--- config.mk ---
export PLATFORM = sky130hd
export DESIGN_NAME = slew_cal_seq
export DESIGN_NICKNAME = d
export VERILOG_FILES = /design/src/rtl/slew_cal_pkg.sv /design/src/rtl/slew_cal_div.sv /design/src/rtl/slew_cal_round.sv /design/src/rtl/slew_cal_seq.sv
export SDC_FILE = /design/constraint.sdc
export NUM_CORES = 1
export LEC_CHECK = 0
export ABC_CLOCK_PERIOD_IN_PS = 3800
export BUFFER_PORTS_ARGS = -buffer_cell sky130_fd_sc_hd__buf_2
export CAP_MARGIN = 0
export CORE_MARGIN = 5
export CORE_UTILIZATION = 56
export CTS_CLUSTER_DIAMETER = 200
export DETAILED_ROUTE_END_ITERATION = 10
export GPL_TIMING_DRIVEN = 0
export PLACE_DENSITY = 0.78
export RECOVER_POWER = 100
export SLEW_MARGIN = 30
export SYNTH_ARGS = -nofsm -noshare
export SYNTH_HDL_FRONTEND = slang
export SYNTH_SLANG_ARGS = --single-unit
--- constraint.sdc ---
create_clock -name clk -period 3.8 [get_ports clk]
set_clock_uncertainty 0.05 [all_clocks]
set_input_delay 0 -clock clk [delete_from_list [all_inputs] [get_ports clk]]
set_output_delay 0 -clock clk [all_outputs]
set_load 0.05 [all_outputs]
--- src/rtl/slew_cal_pkg.sv ---
package slew_cal_pkg;
    typedef enum logic [2:0] {
        ST_IDLE, ST_SETTLE, ST_LOAD, ST_ARM, ST_POLL, ST_FRCK_OFF, ST_DIV, ST_OSC_OFF
    } cal_st_e;
endpackage

--- src/rtl/slew_cal_div.sv ---
module slew_cal_div #(
    parameter int NUM_W = 27,
    parameter int DEN_W = 24
) (
    input  logic             clk,
    input  logic             rst_n,
    input  logic             start_i,
    input  logic [NUM_W-1:0] num_i,
    input  logic [DEN_W-1:0] den_i,
    output logic             done_o,
    output logic [NUM_W-1:0] quot_o
);
    localparam int IT_W = $clog2(NUM_W + 1);

    typedef struct packed {
        logic [NUM_W-1:0] work;
        logic [DEN_W-1:0] rem;
        logic [DEN_W-1:0] den;
        logic [IT_W-1:0]  it;
        logic             done;
    } div_t;

    div_t q, d;
    logic [DEN_W:0] trial;
    logic [DEN_W:0] diff;

    always_comb begin
        d      = q;
        d.done = 1'b0;
        trial  = {q.rem, q.work[NUM_W-1]};
        diff   = trial - {1'b0, q.den};
        if (start_i) begin
            d.work = num_i;
            d.rem  = '0;
            d.den  = den_i;
            d.it   = IT_W'(NUM_W);
        end else if (q.it != '0) begin
            if (trial >= {1'b0, q.den}) begin
                d.rem  = diff[DEN_W-1:0];
                d.work = {q.work[NUM_W-2:0], 1'b1};
            end else begin
                d.rem  = trial[DEN_W-1:0];
                d.work = {q.work[NUM_W-2:0], 1'b0};
            end
            d.it = q.it - IT_W'(1);
            if (q.it == IT_W'(1)) d.done = 1'b1;
        end
    end

    always_ff @(posedge clk or negedge rst_n) begin
        if (!rst_n) q <= '0;
        else        q <= d;
    end

    assign done_o = q.done;
    assign quot_o = q.work;
endmodule

--- src/rtl/slew_cal_round.sv ---
module slew_cal_round #(
    parameter int Q_W    = 27,
    parameter int SCALE  = 1000,
    parameter int CODE_W = 3
) (
    input  logic [Q_W-1:0]    quot_i,
    output logic [CODE_W-1:0] code_o
);
    localparam int MAX_CODE = (1 << CODE_W) - 1;

    logic [MAX_CODE-1:0] hit;

    for (genvar k = 1; k <= MAX_CODE; k++) begin : g_thr
        localparam longint THR = longint'(k) * SCALE - SCALE / 2;
        assign hit[k-1] = ({{(64-Q_W){1'b0}}, quot_i} >= 64'(THR));
    end

    always_comb begin
        code_o = '0;
        for (int i = 0; i < MAX_CODE; i++) begin
            code_o = code_o + CODE_W'(hit[i]);
        end
    end
endmodule

--- src/rtl/slew_cal_seq.sv ---
module slew_cal_seq
    import slew_cal_pkg::*;
#(
    parameter int CYC_PER_US = 250,
    parameter int SETTLE_US  = 1,
    parameter int POLL_US    = 10,
    parameter int TIMEOUT_US = 200,
    parameter int WINDOW     = 1024,
    parameter int SCALE      = 1000,
    parameter int FALLBACK   = 3,
    parameter int PAR_W      = 8,
    parameter int CNT_W      = 24,
    parameter int CODE_W     = 3
) (
    input  logic                        clk,
    input  logic                        rst_n,
    input  logic                        start_i,
    input  logic [CODE_W-1:0]           force_code_i,
    input  logic [PAR_W-1:0]            ref_mhz_i,
    input  logic [PAR_W-1:0]            coef_i,
    input  logic                        fm_valid_i,
    input  logic [CNT_W-1:0]            fm_count_i,
    output logic                        osc_en_o,
    output logic                        frck_en_o,
    output logic [$clog2(WINDOW):0]     fm_window_o,
    output logic                        fm_en_o,
    output logic [CODE_W-1:0]           code_o,
    output logic                        done_o
);
    localparam int SETTLE_CYC  = SETTLE_US * CYC_PER_US;
    localparam int POLL_CYC    = POLL_US * CYC_PER_US;
    localparam int TIMEOUT_CYC = TIMEOUT_US * CYC_PER_US;
    localparam int TMR_W       = $clog2(TIMEOUT_CYC + POLL_CYC + 1);
    localparam int WIN_W       = $clog2(WINDOW) + 1;
    localparam int NUM_W       = 2 * PAR_W + WIN_W;

    typedef struct packed {
        cal_st_e           st;
        logic [TMR_W-1:0]  tmr;
        logic [TMR_W-1:0]  el;
        logic [CNT_W-1:0]  cnt;
        logic [WIN_W-1:0]  win;
        logic [CODE_W-1:0] code;
        logic              osc;
        logic              frck;
        logic              fm;
        logic              done;
    } seq_t;

    seq_t seq_q, seq_d;

    logic              div_start;
    logic              div_done;
    logic [NUM_W-1:0]  div_num;
    logic [NUM_W-1:0]  div_quot;
    logic [CODE_W-1:0] rnd_code;

    assign div_num = NUM_W'(ref_mhz_i) * NUM_W'(coef_i) * NUM_W'(WINDOW);

    slew_cal_div #(.NUM_W(NUM_W), .DEN_W(CNT_W)) u_div (
        .clk     (clk),
        .rst_n   (rst_n),
        .start_i (div_start),
        .num_i   (div_num),
        .den_i   (seq_q.cnt),
        .done_o  (div_done),
        .quot_o  (div_quot)
    );

    slew_cal_round #(.Q_W(NUM_W), .SCALE(SCALE), .CODE_W(CODE_W)) u_round (
        .quot_i (div_quot),
        .code_o (rnd_code)
    );

    always_comb begin
        seq_d      = seq_q;
        seq_d.done = 1'b0;
        div_start  = 1'b0;
        case (seq_q.st)
            ST_IDLE: begin
                if (start_i) begin
                    if (force_code_i != '0) begin
                        seq_d.code = force_code_i;
                        seq_d.done = 1'b1;
                    end else begin
                        seq_d.osc = 1'b1;
                        seq_d.tmr = '0;
                        seq_d.st  = ST_SETTLE;
                    end
                end
            end
            ST_SETTLE: begin
                if (seq_q.tmr == TMR_W'(SETTLE_CYC - 1)) begin
                    seq_d.frck = 1'b1;
                    seq_d.st   = ST_LOAD;
                end else begin
                    seq_d.tmr = seq_q.tmr + TMR_W'(1);
                end
            end
            ST_LOAD: begin
                seq_d.win = WIN_W'(WINDOW);
                seq_d.st  = ST_ARM;
            end
            ST_ARM: begin
                seq_d.fm  = 1'b1;
                seq_d.tmr = '0;
                seq_d.el  = '0;
                seq_d.st  = ST_POLL;
            end
            ST_POLL: begin
                seq_d.el = seq_q.el + TMR_W'(1);
                if (seq_q.tmr == TMR_W'(POLL_CYC - 1)) begin
                    seq_d.tmr = '0;
                    if (fm_valid_i || (seq_q.el + TMR_W'(1) >= TMR_W'(TIMEOUT_CYC))) begin
                        seq_d.cnt = fm_count_i;
                        seq_d.fm  = 1'b0;
                        seq_d.st  = ST_FRCK_OFF;
                    end
                end else begin
                    seq_d.tmr = seq_q.tmr + TMR_W'(1);
                end
            end
            ST_FRCK_OFF: begin
                seq_d.frck = 1'b0;
                if (seq_q.cnt == '0) begin
                    seq_d.code = CODE_W'(FALLBACK);
                    seq_d.st   = ST_OSC_OFF;
                end else begin
                    div_start = 1'b1;
                    seq_d.st  = ST_DIV;
                end
            end
            ST_DIV: begin
                if (div_done) begin
                    seq_d.code = rnd_code;
                    seq_d.st   = ST_OSC_OFF;
                end
            end
            ST_OSC_OFF: begin
                seq_d.osc  = 1'b0;
                seq_d.done = 1'b1;
                seq_d.st   = ST_IDLE;
            end
            default: seq_d.st = ST_IDLE;
        endcase
    end

    always_ff @(posedge clk or negedge rst_n) begin
        if (!rst_n) seq_q <= '0;
        else        seq_q <= seq_d;
    end

    assign osc_en_o    = seq_q.osc;
    assign frck_en_o   = seq_q.frck;
    assign fm_window_o = seq_q.win;
    assign fm_en_o     = seq_q.fm;
    assign code_o      = seq_q.code;
    assign done_o      = seq_q.done;
endmodule

# Yosys cells after proc, flatten, opt, wreduce, memory -nomap -nowiden
# Index checks and enable logic that the tools add are counted.
classes:
  addsub: 10
  mul: 1
  div: 0
  magnitude_cmp: 9
  eq_ne: 19
  shift: 0
  muxes: 36
  n_bitwise: 0
  reduce_logical: 18
ops:
  columns: ["operator", "n"]
  rows:
  - ["two-way mux 51 bit", 2]
  - ["greater-or-equal comparator 27 x 13 -> 1 bit, second input constant", 3]
  - ["case mux 16 bit (4 select lines)", 1]
  - ["greater-or-equal comparator 27 x 12 -> 1 bit, second input constant", 2]
  - ["two-way mux 19 bit", 2]
  - ["adder 16 x 1 -> 16 bit, second input constant", 2]
  - ["two-way mux 16 bit", 2]
  - ["case mux 16 bit (2 select lines)", 1]
  - ["greater-or-equal comparator 27 x 11 -> 1 bit, second input constant", 1]
  - ["greater-or-equal comparator 27 x 9 -> 1 bit, second input constant", 1]
  - ["greater-or-equal comparator 25 x 24 -> 1 bit", 1]
  - ["two-way mux 25 bit", 1]
  - ["zero test 24 bit", 1]
  - ["case mux 3 bit (8 select lines)", 1]
  - ["subtractor 24 bit", 1]
  - ["two-way mux 3 bit", 7]
  - ["== test 16 x 12 -> 1 bit, second input constant", 1]
  - ["== test 16 x 8 -> 1 bit, second input constant", 1]
  - ["greater-or-equal comparator 16 bit, second input constant", 1]
  - ["multiplier 8 x 8 -> 16 bit", 1]
  - ["!= test 2 bit, second input constant", 8]
  - ["adder 3 x 1 -> 3 bit", 5]
  - ["== test 3 bit, second input constant", 4]
  - ["two-way mux 1 bit", 11]
  - ["other kinds (22)", 32]
word_totals:
  register_bits: 148
  latch_bits: 0
  ram_bits: 0
  rom_bits: 0
  in_bits: 47
  output_inout_bits: 18
  word_cells: 108
  memories: 0

# Logic depth before layout (Yosys ltp)
depth:
  ltp_word: 9
  depth_mapped: 17
  ltp_nobuf: 17

# Cells and area by module
# Synthesis repeated with hierarchy kept, for this count alone.
hier_totals:
  cells_unflattened: 1209
  area_unflattened_um2: 11139.4
by_module_without_submodules:
  columns: ["mod", "instances", "cells_each", "area_each_um2", "seq_area_each_um2"]
  rows:
  - ["slew_cal_seq", 1, 600, 5672.9, 1676.6]
  - ["slew_cal_div", 1, 562, 5096.1, 2026.9]
  - ["slew_cal_round", 1, 47, 370.4, 0.0]

# Least setup slack after synthesis
# Ideal clock, no wire load.
synth_timing:
  kind: "input to register"
  from: "input ref_mhz_i[2]"
  to: "register u_div.q, in the netlist u_div.quot_o[23]"
  setup_time_ps: 99
  arrival_ps: 3660
  slack_ps: -10
  stages: 14
  path_buffers: 0
  path_cell_list: "and2_1 > fa_1 > fa_1 > fa_1 > inv_1 > fa_1 > inv_1 > ha_1 > or3_1 > o21ai_0 > a211oi_1 > o21ai_0 > mux2i_1 > a311oi_1"
synth_via:
  elab_chain_len: 2
synth_lines:
  columns: ["element", "line", "rtl"]
  rows:
  - ["start, declared", "slew_cal_seq.sv:19", "input logic [PAR_W-1:0] ref_mhz_i,"]
  - ["multiplier 8 x 8 -> 16 bit", "slew_cal_seq.sv:58", "assign div_num = NUM_W'(ref_mhz_i) * NUM_W'(coef_i) * NUM_W'(WINDOW);"]
  - ["two-way mux 51 bit", "slew_cal_div.sv:32", "if (start_i) begin"]
  - ["end signal, assigned", "slew_cal_div.sv:51", "if (!rst_n) q <= '0;"]
  - ["end signal, assigned", "slew_cal_div.sv:52", "else q <= d;"]
  - ["end, declared", "slew_cal_div.sv:23", "div_t q, d;"]
# Every way passes these cells.
# A chain may end at the register's enable or synchronous reset.

# Worst setup path in the final report
layout_timing:
  from: "register u_div.q, in the netlist u_div.quot_o[15]"
  to: "register seq_q, in the netlist code_o[1]"
layout_via:
  elab_chain_len: 9
layout_lines:
  columns: ["element", "line", "rtl"]
  rows:
  - ["greater-or-equal comparator 27 x 9 -> 1 bit or greater-or-equal comparator 27 x 11 -> 1 bit (tied branches)", "slew_cal_round.sv:15", "assign hit[k-1] = ({{(64-Q_W){1'b0}}, quot_i} >= 64'(THR));"]
  - ["adder 1 x 1 -> 2 bit", "slew_cal_round.sv:21", "code_o = code_o + CODE_W'(hit[i]);"]
  - ["adder 3 x 1 -> 3 bit (4 in series)", "slew_cal_round.sv:21", null]
  - ["adder 3 x 1 -> 3 bit *", "slew_cal_round.sv:21", null]
  - ["two-way mux 3 bit *", "slew_cal_seq.sv:134", "if (div_done) begin"]
  - ["case mux 3 bit (3 select lines) *", "slew_cal_seq.sv:79", "case (seq_q.st)"]
  - ["end signal, assigned", "slew_cal_seq.sv:150", "else seq_q <= seq_d;"]
  - ["end, declared", "slew_cal_seq.sv:50", "seq_t seq_q, seq_d;"]
# Mark *: on every way between the ends. The rest lies on a longest branch, timed or not. The select of a mux whose other input is x is not followed.

==> results by group <==
CTS
  – Clock-pin slew on the worst setup and hold paths: 60 ps
  – Sink Count: 148
  – CTS tree: built
  – H-tree depth: 4
  – Clock latency on the worst-skew pair: 440 ps
  – CTS max path bufs: 2
  – Inserted Clock Buffers: 17
  – Clk root buf: clkbuf_16

Setup path
  – Startpoint Class: flop
  – CP Class: reg2reg
  – Crit. End Element: flop
  – Largest fanout on the critical path: 3
  – Critical path required time: 4070 ps
  – Worst EP arrival: 4190 ps

STA
  – Final slew viol count: 43
  – Max_slew headroom: -52.68%
  – Final Hold Fails: 0
  – RSZ-0062 raised after global routing: true
  – Fin crit period: 3929 ps
  – Worst-margin pin slew: 2290 ps
  – Final WS setup: -129.1 ps
  – Fin crit share: 103.4%
  – Max Freq: 0.2545 GHz
  – Setup violators final: 3

Synth
  – Synth unique cells: 71
  – Post-synth top flop: dfrtp_1
  – Yosys warns: 0
  – Syn Area/Cell: 8.947 sq um
  – Netlist Area Pre-Place: 0.01075 sq mm
  – EDFF count, synth: 0
  – Register area share after synthesis: 34.47%
  – Async set-reset flop share out of synthesis: 100.0%
  – #FFs+latches synth: 148
  – Syn Inst Count: 1201

Layout
  – Layout Nets: 1483
  – Diode count: 0
  – Synthesis-to-finish area growth: 15.31%
  – Commonest non-fill, non-tap cells in the layout: nand2_1, dfrtp_1, o21ai_0
  – Fill count: 1491
  – Layout cell share with drive strength beyond 1: 11.90%
  – Final core occ: 65.80%
  – Commonest non-fill, non-tap cell in the layout: nand2_1

Floorplanning
  – Total Die Area: 0.02206 sq mm
  – Ports: 65
  – Number of cell rows: 50
  – Initial core utilization: 57.06%
  – Die X: 148.5 um
  – Die Y-Extent: 148.5 um
  – Core area: 0.01883 sq mm

Detailed routing
  – DRT antenna net count: 0
  – Vias: 9220
  – Routed len/inst: 16.68 um
  – Drt via density: 5.777
  – Iteration-0 DRC count of the detailed router: 604
  – Post-route DRC: 0
  – Pre-Repair DR Iteration Count: 5
  – Final WL: 26620 um

Placed design
  – DP Wirelength: 18960 um
  – Port bufs: 54
  – GPL Wtd Cong: 0.8913
  – Dpl ws: -511.5 ps

Pwr
  – Leak Pwr: 5.872 nW
  – P per Cell Area: 416.6 mW/mm^2
  – VDD IR-drop max: 0.3245 mV

Global routing
  – Gr ovfl total: 0
  – Largest net degree at the start of global routing: 61
  – Vias in the first global route: 9344
  – First-pass GRT wire length: 44660 um
  – Total Routing Usage GR: 24.78%
  – Initial antenna violation count: 0

Status
  – Violated checks: max-capacitance violations, max-slew violations, negative setup slack
  – Outcome: finished, violations left

Min path
  – Tightest Hold Check Type: in2reg

Flow run
  – Max-cap violations: 1
## sequential cells by signal, indices dropped and copies added, names as in the netlist
register      count
fm_en_o           1
code_o            3
u_div.q          53
u_div.done_o      1
seq_q            59
osc_en_o          1
frck_en_o         1
fm_window_o       1
u_div.quot_o     27
done_o            1
## logic make-up (layout without fill, tap and decap cells)
kind of cell | count (synthesis) | count (layout) | synth area share [%]
adders and majority gates | 113 | 113 | 15.95
DFF | 148 | 148 | 34.47
and+or+nand+nor | 428 | 428 | 19.63
xor gates and xnor gates | 37 | 37 | 3.016
AOI/OAI and AO/OA | 277 | 277 | 15.44
muxes | 43 | 43 | 5.042
other | 1 | 10 | 0.03490
buffers and inverters | 154 | 280 | 6.416
## final timing paths
path / start / end / slack [ps] / cells past startpoint
worst max-delay path: u_div.quot_o[15] / code_o[1] / -130 / 15
worst min-delay path: coef_i[1] / u_div.quot_o[11] / 160 / 5
worst max register to register: u_div.quot_o[15] / code_o[1] / -130 / 15
worst min register to register: fm_window_o[10] / fm_window_o[10] / 430 / 1
max in group asynchronous: rst_n / u_div.quot_o[12] / 640 / 3
min in group asynchronous: rst_n / seq_q[61] / 740 / 2
## metal layers
| metal | up-vias | wire (um) | track usage (%) |
|---|---|---|---|
| met5 | - | 0 | 0 |
| met4 | 0 | 752 | 10.35 |
| met2 | 301 | 12900 | 40.49 |
| li1 | 4388 | - | - |
| met1 | 4465 | 11540 | 32.44 |
| met3 | 66 | 1432 | 4.784 |
## worst max-delay path, stage by stage, from the launching register on
cell and delay, ps:
dfrtp_1 400, nor4_1 290, nand4_1 210, or2_4 300, nor2_4 100, nand3_2 110
ha_4 280, inv_2 30, fa_1 470, inv_1 50, fa_1 530, ha_4 140
inv_2 30, fa_1 510, a21oi_2 70, mux2_4 250
## cells in the mapped netlist, types with 3 or more instances
master,count,area [sq um]
mux2i_1,14,140.1
nor2_1,71,266.5
mux2_4,20,300.3
ha_1,73,913.4
clkbuf_1,33,123.9
nor4_1,18,112.6
o22ai_1,4,25.02
and3_1,14,87.58
dfrtp_1,148,3704
o21a_1,8,60.06
nand4_1,13,81.33
nand3b_1,3,22.52
o311ai_0,4,35.03
fa_1,40,800.8
a31o_2,4,35.03
buf_6,3,33.78
a21o_1,14,105.1
mux2_2,9,101.4
nand3_1,23,115.1
a21oi_1,64,320.3
a31oi_1,36,225.2
buf_2,3,15.01
nand2_1,171,641.9
or3_1,6,37.54
and4_1,5,43.79
o21ai_0,100,500.5
o31ai_1,7,52.55
nor3_1,12,60.06
o211ai_1,3,22.52
a211oi_1,4,30.03
or2_2,4,25.02
buf_4,14,105.1
xor2_1,14,122.6
nand2b_1,9,56.30
buf_1,4,15.01
nor2b_1,7,43.79
inv_1,95,356.6
xnor2_1,23,201.4
o21bai_1,4,30.03
and2_1,58,362.9
## timing repair
item,in CTS,in global routing
hold endpoints to repair,180,0
setup endpoints to repair,4,7
resized for setup,6,16
hold buffers,33,0
pin swaps,9,9
setup buffers,5,0
## through the flow
step                      instances  instance area, sq um  power [mW]  setup TNS [ps]  hold slack [ps]
after detailed placement       1526                 11440       3.359           -3057           -130.2
after CTS                      1596                 12420       5.110          -247.0            3.237
final                          1596                 12390       5.162          -241.7            161.0
after floorplan                1210                 10780       2.960               0           -345.6
after global routing           1596                 12390       5.464           -9159            228.1
after global placement         1524                 11370       3.305           -2544            180.1
## layout make-up
class	instances	area, sq um	area share [%]
multi-input combinational	908	6454	52.09
sequential	148	3704	29.89
timing repair buffer	94	634.4	5.120
clock buffer	19	442.9	3.575
inverter	95	356.6	2.878
buffer	59	325.3	2.625
tap	260	325.3	2.625
clock inverter	13	148.9	1.202
## report_power, final
part	switching, mW	internal [mW]	total (mW)
clock	0.716	0.992	1.71
sequential	0.106	1.68	1.79
combinational	1.01	0.653	1.67
total	1.84	3.33	5.16
(Power assumes the default switching activity.)
